$ cat config.mk
export PLATFORM = sky130hd
export DESIGN_NAME = swallow_divider
export DESIGN_NICKNAME = d
export VERILOG_FILES = /design/src/rtl/swallow_pkg.sv /design/src/rtl/swallow_ctrl.sv /design/src/rtl/swallow_datapath.sv /design/src/rtl/swallow_divider.sv
export SDC_FILE = /design/constraint.sdc
export NUM_CORES = 1
export LEC_CHECK = 0
export BUFFER_PORTS_ARGS = -buffer_cell sky130_fd_sc_hd__buf_2
export CORE_ASPECT_RATIO = 1.1
export CORE_MARGIN = 1
export CORE_UTILIZATION = 50
export DETAILED_ROUTE_END_ITERATION = 6
export PLACE_DENSITY = 0.71
export SLEW_MARGIN = 20
export SYNTH_ARGS = -nofsm -noshare
export SYNTH_HDL_FRONTEND = slang
export SYNTH_HIERARCHICAL = 1
export SYNTH_SLANG_ARGS = --single-unit
$ cat constraint.sdc
create_clock -name clk -period 3.8 [get_ports clk]
set_clock_uncertainty 0.05 [all_clocks]
set_input_delay 0.57 -clock clk [delete_from_list [all_inputs] [get_ports clk]]
set_output_delay 0.57 -clock clk [all_outputs]
set_load 0.05 [all_outputs]
$ cat src/rtl/swallow_pkg.sv
package swallow_pkg;

  typedef enum logic [1:0] {
    PSC_8  = 2'd0,
    PSC_16 = 2'd1,
    PSC_32 = 2'd2,
    PSC_64 = 2'd3
  } pscSel_t;

  typedef struct packed {
    logic capture;  // legal write: store into pending set
    logic apply;    // pending set becomes active this edge
    logic reload;   // period boundary: counters reload
    logic hold;     // power-down: counters forced to load state
  } swStrobe_t;

endpackage

$ cat src/rtl/swallow_ctrl.sv
module swallow_ctrl
  import swallow_pkg::*;
#(
  parameter int B_W   = 12,
  parameter int A_W   = 6,
  parameter int B_MIN = 3
) (
  input  logic           clk,
  input  logic           rst_n,
  input  logic           powerDown,
  input  logic           cfgWrite,
  input  logic [A_W-1:0] cfgA,
  input  logic [B_W-1:0] cfgB,
  input  logic           bZero,
  output swStrobe_t      strobe,
  output logic           cfgReject
);

  localparam int PAD_W = B_W - A_W;

  logic pendValid;
  logic cfgLegal;
  logic [B_W-1:0] aWide;

  always_comb begin
    aWide    = {{PAD_W{1'b0}}, cfgA};
    cfgLegal = (cfgB >= B_W'(B_MIN)) && (aWide <= cfgB);
  end

  always_comb begin
    strobe.capture = cfgWrite && cfgLegal;
    strobe.hold    = powerDown;
    strobe.reload  = bZero && !powerDown;
    strobe.apply   = pendValid && (powerDown || bZero);
  end

  always_ff @(posedge clk or negedge rst_n) begin
    if (!rst_n) begin
      pendValid <= 1'b0;
      cfgReject <= 1'b0;
    end else begin
      cfgReject <= cfgWrite && !cfgLegal;
      if (strobe.capture)    pendValid <= 1'b1;
      else if (strobe.apply) pendValid <= 1'b0;
    end
  end

endmodule

$ cat src/rtl/swallow_datapath.sv
module swallow_datapath
  import swallow_pkg::*;
#(
  parameter int B_W      = 12,
  parameter int A_W      = 6,
  parameter int DEF_B    = 16,
  parameter int DEF_A    = 0,
  parameter int DEF_PSEL = 0
) (
  input  logic           clk,
  input  logic           rst_n,
  input  logic           powerDown,
  input  swStrobe_t      strobe,
  input  logic [1:0]     cfgPresc,
  input  logic [A_W-1:0] cfgA,
  input  logic [B_W-1:0] cfgB,
  output logic           bZero,
  output logic           modSel,
  output logic           divPulse,
  output logic [1:0]     prescMode
);

  localparam logic [B_W-1:0] RST_B = B_W'(DEF_B);
  localparam logic [A_W-1:0] RST_A = A_W'(DEF_A);
  localparam pscSel_t        RST_P = pscSel_t'(2'(DEF_PSEL));

  logic [B_W-1:0] actB, pendB, srcB, bCnt;
  logic [A_W-1:0] actA, pendA, srcA, aCnt;
  pscSel_t        actP, pendP;

  always_comb begin
    srcB = strobe.apply ? pendB : actB;
    srcA = strobe.apply ? pendA : actA;
  end

  // setting registers: pending (written) and active (in use)
  always_ff @(posedge clk or negedge rst_n) begin
    if (!rst_n) begin
      pendB <= RST_B;
      pendA <= RST_A;
      pendP <= RST_P;
      actB  <= RST_B;
      actA  <= RST_A;
      actP  <= RST_P;
    end else begin
      if (strobe.capture) begin
        pendB <= cfgB;
        pendA <= cfgA;
        pendP <= pscSel_t'(cfgPresc);
      end
      if (strobe.apply) begin
        actB <= pendB;
        actA <= pendA;
        actP <= pendP;
      end
    end
  end

  // main and swallow counters
  always_ff @(posedge clk or negedge rst_n) begin
    if (!rst_n) begin
      bCnt <= RST_B - 1'b1;
      aCnt <= RST_A;
    end else if (strobe.hold || strobe.reload) begin
      bCnt <= srcB - 1'b1;
      aCnt <= srcA;
    end else begin
      bCnt <= bCnt - 1'b1;
      if (aCnt != '0) aCnt <= aCnt - 1'b1;
    end
  end

  always_comb begin
    bZero     = (bCnt == '0);
    divPulse  = bZero && !powerDown;
    modSel    = (aCnt != '0) && !powerDown;
    prescMode = actP;
  end

endmodule

$ cat src/rtl/swallow_divider.sv
module swallow_divider
  import swallow_pkg::*;
#(
  parameter int B_W      = 12,
  parameter int A_W      = 6,
  parameter int B_MIN    = 3,
  parameter int DEF_B    = 16,
  parameter int DEF_A    = 0,
  parameter int DEF_PSEL = 0
) (
  input  logic           clk,
  input  logic           rst_n,
  input  logic           powerDown,
  input  logic           cfgWrite,
  input  logic [1:0]     cfgPresc,
  input  logic [A_W-1:0] cfgA,
  input  logic [B_W-1:0] cfgB,
  output logic           modSel,
  output logic           divPulse,
  output logic [1:0]     prescMode,
  output logic           cfgReject
);

  swStrobe_t strobe;
  logic      bZero;

  swallow_ctrl #(
    .B_W(B_W), .A_W(A_W), .B_MIN(B_MIN)
  ) i_ctrl (
    .clk(clk), .rst_n(rst_n), .powerDown(powerDown),
    .cfgWrite(cfgWrite), .cfgA(cfgA), .cfgB(cfgB),
    .bZero(bZero), .strobe(strobe), .cfgReject(cfgReject)
  );

  swallow_datapath #(
    .B_W(B_W), .A_W(A_W), .DEF_B(DEF_B), .DEF_A(DEF_A), .DEF_PSEL(DEF_PSEL)
  ) i_dp (
    .clk(clk), .rst_n(rst_n), .powerDown(powerDown), .strobe(strobe),
    .cfgPresc(cfgPresc), .cfgA(cfgA), .cfgB(cfgB),
    .bZero(bZero), .modSel(modSel), .divPulse(divPulse), .prescMode(prescMode)
  );

endmodule

# Word-level counts from Yosys, hierarchy flattened
# Index checks and enable logic that the tools add are counted.
dict set report totals {
  register_bits 60
  latch_bits 0
  ram_bits 0
  rom_bits 0
  in_bits 24
  out_inout_bits 5
  word_cells 36
  n_memories 0
}
dict set report classes {
  add_sub_neg 3
  mul 0
  div_mod_pow 0
  n_lt_le_gt_ge 2
  eq_ne 0
  shift 0
  n_mux 7
  n_bitwise 0
  reduce_logical 14
}
# op n
set ops {}
lappend ops {{two-way mux 12 bit} 2}
lappend ops {{subtractor 12 x 1 -> 12 bit (second input constant)} 2}
lappend ops {{two-way mux 6 bit} 3}
lappend ops {{>= comparator 12 x 2 -> 1 bit (second input constant)} 1}
lappend ops {{<= comparator 6 x 12 -> 1 bit} 1}
lappend ops {{zero test 12 bit} 1}
lappend ops {{logical AND 1 bit} 6}
lappend ops {{nonzero test 6 bit} 1}
lappend ops {{subtractor 6 x 1 -> 6 bit (second input constant)} 1}
lappend ops {{nonzero test 2 bit} 2}
lappend ops {{zero test 1 bit} 2}
lappend ops {{logical OR 1 bit} 2}
lappend ops {{two-way mux 1 bit} 2}

# Longest topological paths before layout
# Gate-level depths: netlist of run 1.
dict set report logic_depth {
  ltp_word 6
  mapped_depth 10
  mapped_depth_nobuf 9
}

# By module
# The synthesis of run 1 kept the hierarchy.
# mod n_inst cells_per_inst area_each_um2 seq_area_each_um2
set modules_own_cells {}
lappend modules_own_cells {swallow_datapath 1 184 2598.7 1458.9}
lappend modules_own_cells {swallow_ctrl 1 38 301.5 50.0}

# Least setup slack after synthesis of run 1
# OpenSTA, ideal clock, no wires.
dict set report synth_path {
  kind {reg-to-reg}
  start {register i_dp.bCnt[1]}
  end {register i_dp.bCnt[11]}
  setup_time_ps 127
  arrival_time_ps 2364
  t_required_ps 3623
  slack_ps 1259
  stages_incl_launch_ff 10
  n_path_buf 1
  synth_period_minus_slack_ps 2541
  cell_sequence {dfstp_2 nor4_1 and3_1 nor2b_1 nor2_4 buf_2 mux2i_1 nand4_2 nor4_4 xnor2_1}
}
# element line
set synth_rtl {}
lappend synth_rtl {{start, declared} swallow_datapath.sv:27} ;# logic [B_W-1:0] actB, pendB, srcB, bCnt;
lappend synth_rtl {{start signal, assigned} swallow_datapath.sv:62} ;# bCnt <= RST_B - 1'b1;
lappend synth_rtl {{start signal, assigned} swallow_datapath.sv:65} ;# bCnt <= srcB - 1'b1;
lappend synth_rtl {{start signal, assigned} swallow_datapath.sv:68} ;# bCnt <= bCnt - 1'b1;

==> qor.yml, run 1 <==
layout:
  final_common_cell: "dfrtp_1"
  final_cell_mix: "54 x dfrtp_1, 35 x mux2_2, 28 x buf_2, 13 x nand2_1, 11 x nor2_1"
  areaGrowthSynthToFinish_pct: 13.68
  final.fill_count: 469
  fin_nets: 291
  multi_input_area_um2: 1318
  stdcell_count: 338
  antenna_cells: 0
  ff_latch_area_um2: 1509
  final_cell_area_um2: 3297
  drive_above_1_share: 0.4106
global_routing:
  gr-usage-all-layers: 0.1981
  grt_max_degree: 44
  grt_pass1_wl_mm: 8.500
  antenna_found_initial: 0
  grt_overflow: 0
  grt_pass1_vias: 1795
cts:
  cts.sinks: 60
  cts_setup_buffers: 0
  htreeDepth: 3
  postCtsResizedCells: 0
  cts.path.max_buffers: 2
  postCtsHoldBufs: 0
  clk_pin_slew_worst_paths_ps: 70
  cts_tree: "yes"
  numCtsBuffers: 9
  clkLatencyLatePin_ps: 340
  root_buffer: "clkbuf_8"
die:
  dieArea_um2: 6109
  ios: 29
  core-area_um2: 5500
  initial_core_util: 0.5273
  die_w_um: 74.62
  fp-row-count: 28
  die_h_um: 81.88
place:
  dp_cells: 322
  placed_cell_area_um2: 3128
  hpwl_mm: 3.767
  place_congestion: 0.8053
  io_buffer_count: 28
logic_synthesis:
  synth_fp_nets: 255
  syn_area_um2: 2900
  synth_compound_area_frac: 0.03796
  yosysUniqueCellTypes: 41
  synthArstFlopShare: 1.000
  synth-edff-count: 0
  synth_seq_area_share: 0.5203
  syn_avg_cell_area_um2: 13.06
  synth_top_family_by_area: "multiplexers"
  ys.flop_type: "dfrtp_1"
  post_synth_fa_ha_maj_area_fraction: 0.03883
  yosys_warnings: 6
  syn_inst: 222
  synthXorXnorAreaFrac: 0.03624
  synth_seq_cells: 60
  synthMuxAreaShare: 0.2252
  synthSimpleGateAreaFrac: 0.1148
power_and_ir_drop:
  power.static_leakage_uw: 0.001458
  peakVddDrop_mv: 0.2453
  power_density_nw_per_um2: 549.1
timing:
  setup_viol: 0
  final_max_slew_viol_count: 0
  rsz0062_at_grt: "false"
  tightestPinTransition_ps: 949.0
  finalCriticalPeriod_ps: 3003
  setup_tns_ps: 0
  relSlewSlack: 0.3673
  fmax_mhz: 333.0
  period_share: 0.7902
  hold_viol: 0
worst_hold_path:
  hp-class: "input port to async pin"
setup_path:
  endpoint_kind: "register"
  worstSetupStartpointType: "register"
  arrival_ps: 3210
  criticalPathCategory: "register to register"
  worstPathMaxFanout: 16
  worstPathRequired_ps: 4010
routing:
  drt_iter0_drc: 92
  routedWlPerCell_um: 15.40
  vias: 1791
  viasPerCell: 5.299
  drc: 0
  ant_nets: 0
  wirelength_mm: 5.206
  firstDrtPassIters: 4
outcome:
  outcome: "finished clean"
job:
  cap_violations: 0
==> layer usage <==
| metal | GRT usage | vias to the layer above | routed length [um] |
|---|---|---|---|
| met5 | 0 | - | 0 |
| met3 | 0.07362 | 12 | 207 |
| met1 | 0.2403 | 891 | 2450 |
| li1 | - | 857 | - |
| met4 | 0.08868 | 0 | 107 |
| met2 | 0.3126 | 31 | 2441 |
==> cell usage after synthesis, types with 2 or more instances <==
| cell | instances | area, um^2 |
|---|---|---|
| dfrtp_1 | 54 | 1351 |
| mux2i_1 | 5 | 50.05 |
| xor2_1 | 2 | 17.52 |
| inv_1 | 10 | 37.54 |
| nor3_1 | 6 | 30.03 |
| nand2_1 | 13 | 48.80 |
| nor2b_1 | 4 | 25.02 |
| dfstp_2 | 6 | 157.7 |
| nand3_1 | 2 | 10.01 |
| nor4_4 | 2 | 42.54 |
| xnor2_1 | 10 | 87.58 |
| mux2_4 | 5 | 75.07 |
| ha_1 | 9 | 112.6 |
| mux2i_2 | 4 | 55.05 |
| clkbuf_1 | 2 | 7.510 |
| nand4_1 | 2 | 12.51 |
| mux2i_4 | 3 | 67.56 |
| nor2_1 | 11 | 41.29 |
| nor3b_2 | 2 | 25.02 |
| a21oi_1 | 10 | 50.05 |
| buf_2 | 2 | 10.01 |
| nor4_1 | 4 | 25.02 |
| and3_1 | 2 | 12.51 |
| mux2_2 | 35 | 394.1 |
==> kinds of logic after synthesis <==
| kind of cell | count (synthesis) |
|---|---|
| mux | 53 |
| compound gates | 18 |
| flops | 60 |
| simple gates | 53 |
| buf+inv | 17 |
| fa+ha+maj | 9 |
| xor+xnor | 12 |
==> path summary, 6_finish.rpt <==
check | startpoint | to | slack, ps | cells after the start
hold / removal | rst_n | i_dp/prescMode[0] | 330 | 1
min in group clk | cfgPresc[0] | i_dp/pendP[0] | 410 | 2
setup reg to reg | i_dp/bCnt[9] | i_dp/bCnt[11] | 800 | 9
hold reg to reg | i_dp/actA[2] | i_dp/actA[2] | 450 | 1
setup / recovery | i_dp/bCnt[9] | i_dp/bCnt[11] | 800 | 9
max in group asynchronous | rst_n | i_dp/bCnt[6] | 2580 | 2
==> through the flow <==
step,hold WS [ps],util,power [uW],setup WS [ps]
after CTS,350.2,0.5994,1839,738.4
after floorplan,224.4,-,1212,1259
after global routing,384.2,0.5994,1918,583.3
final,325.1,0.5994,1810,797.2
after detailed placement,436.8,0.5687,1332,763.1
after global placement,433.3,0.5687,1315,810.9
==> power by group <==
part | total (uW) | internal, uW | switching [uW]
combinational | 445 | 206 | 239
clock | 492 | 249 | 242
sequential | 873 | 792 | 81.2
total | 1810 | 1250 | 563
==> sequential cells by signal (all words and copies together) (netlist names) <==
signal,flops
i_dp/actA,6
i_dp/bCnt,12
i_dp/pendP,2
i_dp/actB,12
i_dp/aCnt,6
i_dp/pendA,6
i_dp/prescMode,2
i_ctrl/pendValid,1
i_dp/pendB,12
i_ctrl/cfgReject,1
==> layout make-up <==
| cell class | count | share of cell area |
|---|---|---|
| Tap cell | 75 | 0.02846 |
| Multi-Input combinational cell | 145 | 0.3996 |
| Clock buffer | 11 | 0.04288 |
| Clock inverter | 5 | 0.008349 |
| Timing Repair Buffer | 32 | 0.05161 |
| Inverter | 10 | 0.01139 |
| Sequential cell | 60 | 0.4577 |
==> worst max-delay path, stage by stage, from the launching register on <==
cell and delay, ps:
dfrtp_1 390, nor4_1 370, and3_1 270, o21a_1 270, buf_4 310, mux2_4 340, mux2i_2 310, nand4_2 210
nor4_4 260, xnor2_1 140
Power figures use the tool's default switching activity.
==> run 2: changes to the inputs <==
--- a/config.mk
+++ b/config.mk
@@ -10,7 +10,7 @@
 export CORE_MARGIN = 1
 export CORE_UTILIZATION = 50
 export DETAILED_ROUTE_END_ITERATION = 6
-export PLACE_DENSITY = 0.71
+export PLACE_DENSITY = 0.74
 export SLEW_MARGIN = 20
 export SYNTH_ARGS = -nofsm -noshare
 export SYNTH_HDL_FRONTEND = slang
==> constraint.sdc (replaced) <==
create_clock -name clk -period 2.67 [get_ports clk]
set_clock_uncertainty 0.05 [all_clocks]
set_input_delay 0.4005 -clock clk [delete_from_list [all_inputs] [get_ports clk]]
set_output_delay 0.4005 -clock clk [all_outputs]
set_load 0.05 [all_outputs]
==> qor.yml, run 2 (synthesis gave the netlist of run 1 again) <==
outcome:
  outcome: "finished clean"
die:
  dieArea_um2: 6109  # unchanged
  die_h_um: 81.88  # unchanged
  die_w_um: 74.62  # unchanged
  ios: 29  # unchanged
  core-area_um2: 5500  # unchanged
  initial_core_util: 0.5273  # unchanged
  fp-row-count: 28  # unchanged
routing:
  routedWlPerCell_um: 14.80  # -3.9%
  drc: 0  # unchanged
  ant_nets: 0  # unchanged
  firstDrtPassIters: 4  # unchanged
  wirelength_mm: 5.373  # +3.2%
  drt_iter0_drc: 94  # +2.2%
  viasPerCell: 5.146  # -2.9%
  vias: 1868  # +4.3%
timing:
  tightestPinTransition_ps: 733.8  # -215.2 ps
  setup_viol: 0  # unchanged
  final_max_slew_viol_count: 0  # unchanged
  finalCriticalPeriod_ps: 2513  # -490.0 ps
  holdWs_ps: 157.9  # -167.1 ps
  fmax_mhz: 398.0  # +19%
  rsz0062_at_grt: "false"
  hold_viol: 0  # unchanged
  relSlewSlack: 0.5108  # +0.1434
  period_share: 0.9411  # +0.1509
power_and_ir_drop:
  pwr-share-comb: 0.290  # +0.044
  power.static_leakage_uw: 0.001589  # +9.0%
  netSwitchingPower_uw: 821.4  # +46%
  peakVddDrop_mv: 0.5079  # +110%
  power_density_nw_per_um2: 771.8  # +41%
  power_frac_seq: 0.453  # -0.029
  clock_power_share: 0.257  # -0.015
  swShare: 0.2998  # -0.01108
  p_int_uw: 1918  # +54%
setup_path:
  endpoint_kind: "register"
  worstPathMaxFanout: 3  # -13
  worstSetupStartpointType: "register"
  crit_top_cell: "buf_4"
  cpMaxStageDelayCell: "dfstp_2"
  cp_cell_sequence: "nor4_1 -> and3_1 -> buf_4 -> nor2b_2 -> nor2_4 -> buf_4 -> buf_4 -> mux2i_2 -> buf_4 -> nand2_1 -> nor3b_2 -> xnor2_1"
  criticalPathCategory: "register to register"
  arrival_ps: 2720  # -490 ps
  worstPathRequired_ps: 2870  # -1140 ps
  max_stage_delay_ps: 540  # +150 ps
cts:
  cts.path.max_buffers: 2  # unchanged
  cts.sinks: 60  # unchanged
  clkLatencyLatePin_ps: 330  # about the same
  root_buffer: "clkbuf_8"
  htreeDepth: 3  # unchanged
  cts_tree: "yes"
  clk_pin_slew_worst_paths_ps: 60  # about the same
  numCtsBuffers: 9  # unchanged
global_routing:
  antenna_found_initial: 0  # unchanged
  gr-usage-all-layers: 0.1993  # +0.001249
  grt_max_degree: 61  # +39%
  grt_overflow: 0  # unchanged
  grt_pass1_wl_mm: 8.797  # +3.5%
  grt_pass1_vias: 1908  # +6.3%
worst_hold_path:
  hp-class: "input port to async pin"
layout:
  final_cell_mix: "54 x dfrtp_1, 35 x mux2_2, 28 x buf_4, 28 x buf_2, 13 x nand2_1"
  stdcell_count: 363  # +7.4%
  antenna_cells: 0  # unchanged
  drive_above_1_share: 0.4826  # +0.07199
  final_cell_area_um2: 3550  # +7.7%
  areaGrowthSynthToFinish_pct: 22.39
  final.fill_count: 425  # -9.4%
  final_common_cell: "dfrtp_1"
  fin_nets: 317  # +8.9%
  reg_top3: "i_dp/actB (12), i_dp/bCnt (12), i_dp/pendB (12)"
place:
  dp_cells: 340  # +5.6%
  hpwl_mm: 3.796  # +0.78%
  place_congestion: 0.8703  # +8.1%
  placed_cell_area_um2: 3263  # +4.3%
  io_buffer_count: 28  # unchanged
job:
  cap_violations: 0  # unchanged
-- run 2: critical path: cells and delay by family (launching register included) --
family                 cells  cell delay [ps]
flip-flops                 1              540
XOR/XNOR                   1              140
AND/OR/NAND/NOR            6              820
multiplexers               1              270
buffers and inverters      4              620
-- run 2: per-layer routing --
| layer | track usage | part of all wire | wire [um] |
|---|---|---|---|
| met2 | 0.3360 | 0.51 | 2724 |
| met4 | 0.08302 | 0.019 | 104 |
| met5 | 0 | 0 | 0 |
| met3 | 0.05153 | 0.031 | 165 |
| met1 | 0.2408 | 0.44 | 2378 |
-- run 2: power by group through the flow --
| stage | combinational [uW] | sequential (uW) | clock, uW |
|---|---|---|---|
| finish | 794 | 1240 | 705 |
| global route | 865 | 1260 | 762 |
| CTS | 758 | 1230 | 729 |
| detailed placement | 741 | 1250 | 0 |
| global placement | 727 | 1250 | 0 |
| floorplan | 477 | 1250 | 0 |
-- run 2: repair_timing --
action                                  CTS  global route
endpoints found under the setup margin    4             5
hold buffers                              0             0
pin swaps                                 2             7
gates resized for setup                   1             9
setup buffers                             5             3
-- run 2: final cells by class --
class	instances	area, um^2	share of cell area
clock inverters	2	10.01	0.002820
repair buffers	58	381.6	0.1075
well taps	75	93.84	0.02644
multi-input cells	145	1359	0.3828
flip-flops and latches	60	1509	0.4251
clock buffers	13	158.9	0.04477
inverters	10	37.54	0.01057
-- run 2: stage by stage --
step           utilization  TNS [ps]  setup WS (ps)  total power (uW)
2_1_floorplan            -         0          128.7              1725
3_3_place_gp        0.5933    -111.2         -46.53              1975
3_5_place_dp        0.5933    -180.5         -87.20              1992
4_1_cts             0.6333         0          77.98              2721
5_1_grt             0.6454         0          1.395              2889
6_report            0.6454         0          157.2              2740
-- run 2: final timing paths --
check                        startpoint            end  slack (ps)  cells after the start
min in group clk            cfgPresc[0]  i_dp/pendP[0]         250                      2
max in group asynchronous         rst_n   i_dp/actB[0]        1920                      2
max                        i_dp/bCnt[0]   i_dp/bCnt[8]         160                     12
max reg2reg                i_dp/bCnt[0]   i_dp/bCnt[8]         160                     12
min reg2reg                i_dp/actA[5]   i_dp/actA[5]         450                      1
min                               rst_n   i_dp/bCnt[7]         160                      2
==> run 3: changes to the inputs <==
--- a/config.mk
+++ b/config.mk
@@ -9,8 +9,9 @@
 export CORE_ASPECT_RATIO = 1.1
 export CORE_MARGIN = 1
 export CORE_UTILIZATION = 50
+export CTS_CLUSTER_SIZE = 8
 export DETAILED_ROUTE_END_ITERATION = 6
-export PLACE_DENSITY = 0.74
+export PLACE_DENSITY = 0.71
 export SLEW_MARGIN = 20
 export SYNTH_ARGS = -nofsm -noshare
 export SYNTH_HDL_FRONTEND = slang
==> constraint.sdc (replaced) <==
create_clock -name clk -period 2.6 [get_ports clk]
set_clock_uncertainty 0.05 [all_clocks]
set_input_delay 0.39 -clock clk [delete_from_list [all_inputs] [get_ports clk]]
set_output_delay 0.39 -clock clk [all_outputs]
set_load 0.05 [all_outputs]
==> qor.yml, run 3 (synthesis gave the netlist of run 1 again) <==
setup_path:
  cp.buffers_inverters: 3  # -1
  endpoint_kind: "register"
  max_stage_delay_ps: 400  # -140 ps
  criticalPathCategory: "register to register"
  cp_cell_sequence: "nor4_2 -> and3_1 -> o21a_2 -> buf_12 -> mux2_4 -> mux2i_4 -> buf_4 -> buf_6 -> nand4_4 -> nor4_4 -> xnor2_1"
  worstPathRequired_ps: 2800  # -70 ps
  cpMaxStageDelayCell: "dfrtp_1"
  arrival_ps: 2850  # +130 ps
  worstPathMaxFanout: 6  # +3
  crit_family: "simple AND/OR/NAND/NOR gates"
  worstSetupStartpointType: "register"
routing:
  routedWlPerCell_um: 14.70  # -0.71%
  ant_nets: 0  # unchanged
  wirelength_mm: 5.320  # -0.99%
  firstDrtPassIters: 4  # unchanged
  drt_iter0_drc: 53  # -44%
  drc: 0  # unchanged
  vias: 1866  # -0.11%
  viasPerCell: 5.155  # +0.17%
layout:
  final_common_cell: "dfrtp_1"
  final.fill_count: 427  # +0.47%
  final_cell_mix: "54 x dfrtp_1, 35 x mux2_2, 28 x buf_2, 21 x buf_4, 12 x nand2_1"
  multi_input_area_um2: 1413  # +4.0%
  final_util: 0.6690  # +0.02366
  ff_latch_area_um2: 1509  # unchanged
  fin_nets: 315  # -0.63%
  areaGrowthSynthToFinish_pct: 26.88
  reg_top3: "i_dp/actB (12), i_dp/bCnt (12), i_dp/pendB (12)"
  antenna_cells: 0  # unchanged
  drive_above_1_share: 0.4913  # +0.008650
place:
  io_buffer_count: 28  # unchanged
  hpwl_mm: 3.815  # +0.50%
  place_congestion: 0.7819  # -10%
die:
  die_h_um: 81.88  # unchanged
  initial_core_util: 0.5273  # unchanged
  die_w_um: 74.62  # unchanged
  dieArea_um2: 6109  # unchanged
  core-area_um2: 5500  # unchanged
  ios: 29  # unchanged
  fp-row-count: 28  # unchanged
timing:
  tightestPinTransition_ps: 300.7  # -433.2 ps
  rsz0062_at_grt: "true"
  relSlewSlack: 0.7938  # +0.2830
  setup_viol: 2  # +2
  final_max_slew_viol_count: 0  # unchanged
  finalCriticalPeriod_ps: 2646  # +133.5 ps
  fin_ws_ps: -46.31  # -203.5 ps
  hold_viol: 0  # unchanged
  fmax_mhz: 377.9  # -5.0%
  period_share: 1.018  # +0.07668
cts:
  clkLatencyLatePin_ps: 330  # about the same
  root_buffer: "clkbuf_8"
  cts_tree: "yes"
  htreeDepth: 3  # unchanged
  numCtsBuffers: 9  # unchanged
  clk_pin_slew_worst_paths_ps: 70  # about the same
  cts.path.max_buffers: 2  # unchanged
  cts.sinks: 60  # unchanged
global_routing:
  grt_pass1_vias: 1796  # -5.9%
  grt_max_degree: 61  # unchanged
  grt_pass1_wl_mm: 8.445  # -4.0%
  antenna_found_initial: 0  # unchanged
  grt_overflow: 0  # unchanged
  gr-usage-all-layers: 0.1938  # -0.005558
job:
  cap_violations: 0  # unchanged
outcome:
  outcome: "finished with violations"
  failed_checks: "setup timing"
worst_hold_path:
  hp-class: "input port to register"
power_and_ir_drop:
  power.static_leakage_uw: 0.001618  # +1.8%
  power.total_uw: 3063  # +12%
  power_density_nw_per_um2: 832.3  # +7.8%
  peakVddDrop_mv: 0.4375  # -14%
-- run 3: timing repair --
| item | CTS | global route |
|---|---|---|
| hold endpoints to repair | 5 | 0 |
| pin swaps | 7 | 9 |
| hold buffers | 1 | 0 |
| endpoints found under the setup margin | 6 | 7 |
| resized for setup | 4 | 14 |
| setup buffers | 2 | 5 |
-- run 3: through the flow --
stage	area, um^2	hold WS [ps]	setup TNS [ps]	std cells	worst slack (ps)
5_1_grt	3680	224.9	-921.7	362	-216.9
3_5_place_dp	3306	369.1	-120.5	339	-48.60
3_3_place_gp	3306	368.0	-16.92	339	-16.92
4_1_cts	3568	228.9	-47.39	358	-34.42
2_1_floorplan	2900	44.41	0	222	58.66
6_report	3680	247.6	-59.86	362	-46.31
-- run 3: worst paths after layout --
kind | start | to | slack [ps] | cells past startpoint
min in group asynchronous | rst_n | i_dp/pendP[0] | 530 | 3
hold / removal | cfgPresc[1] | i_dp/pendP[1] | 250 | 2
max in group asynchronous | rst_n | i_dp/bCnt[1] | 1650 | 3
hold reg to reg | i_dp/actA[2] | i_dp/actA[2] | 450 | 1
setup / recovery | i_dp/bCnt[6] | i_dp/bCnt[11] | -50 | 11
setup reg to reg | i_dp/bCnt[6] | i_dp/bCnt[11] | -50 | 11
-- run 3: final cells by class --
cell class / instances / area share
tap: 75 / 0.02550
sequential: 60 / 0.4101
inverter: 10 / 0.01020
multi-input combinational: 145 / 0.3839
timing repair buffer: 56 / 0.1115
clock inverter: 5 / 0.02040
clock buffer: 11 / 0.03842
-- run 3: power by group --
part,leakage [uW],internal (uW),switching (uW),total [uW]
Clock,0.000113,561,346,907
Combinational,0.000810,452,415,867
Sequential,0.000696,1160,131,1290
Total,0.00162,2170,893,3060
-- run 3: layer usage --
metal  vias to the layer above  track usage  share of wire
li1                        906            -              -
met1                       928       0.2510           0.46
met2                        28       0.2982           0.50
met3                         4      0.05644          0.034
met4                         0      0.09057          0.011
met5                         -            0              0
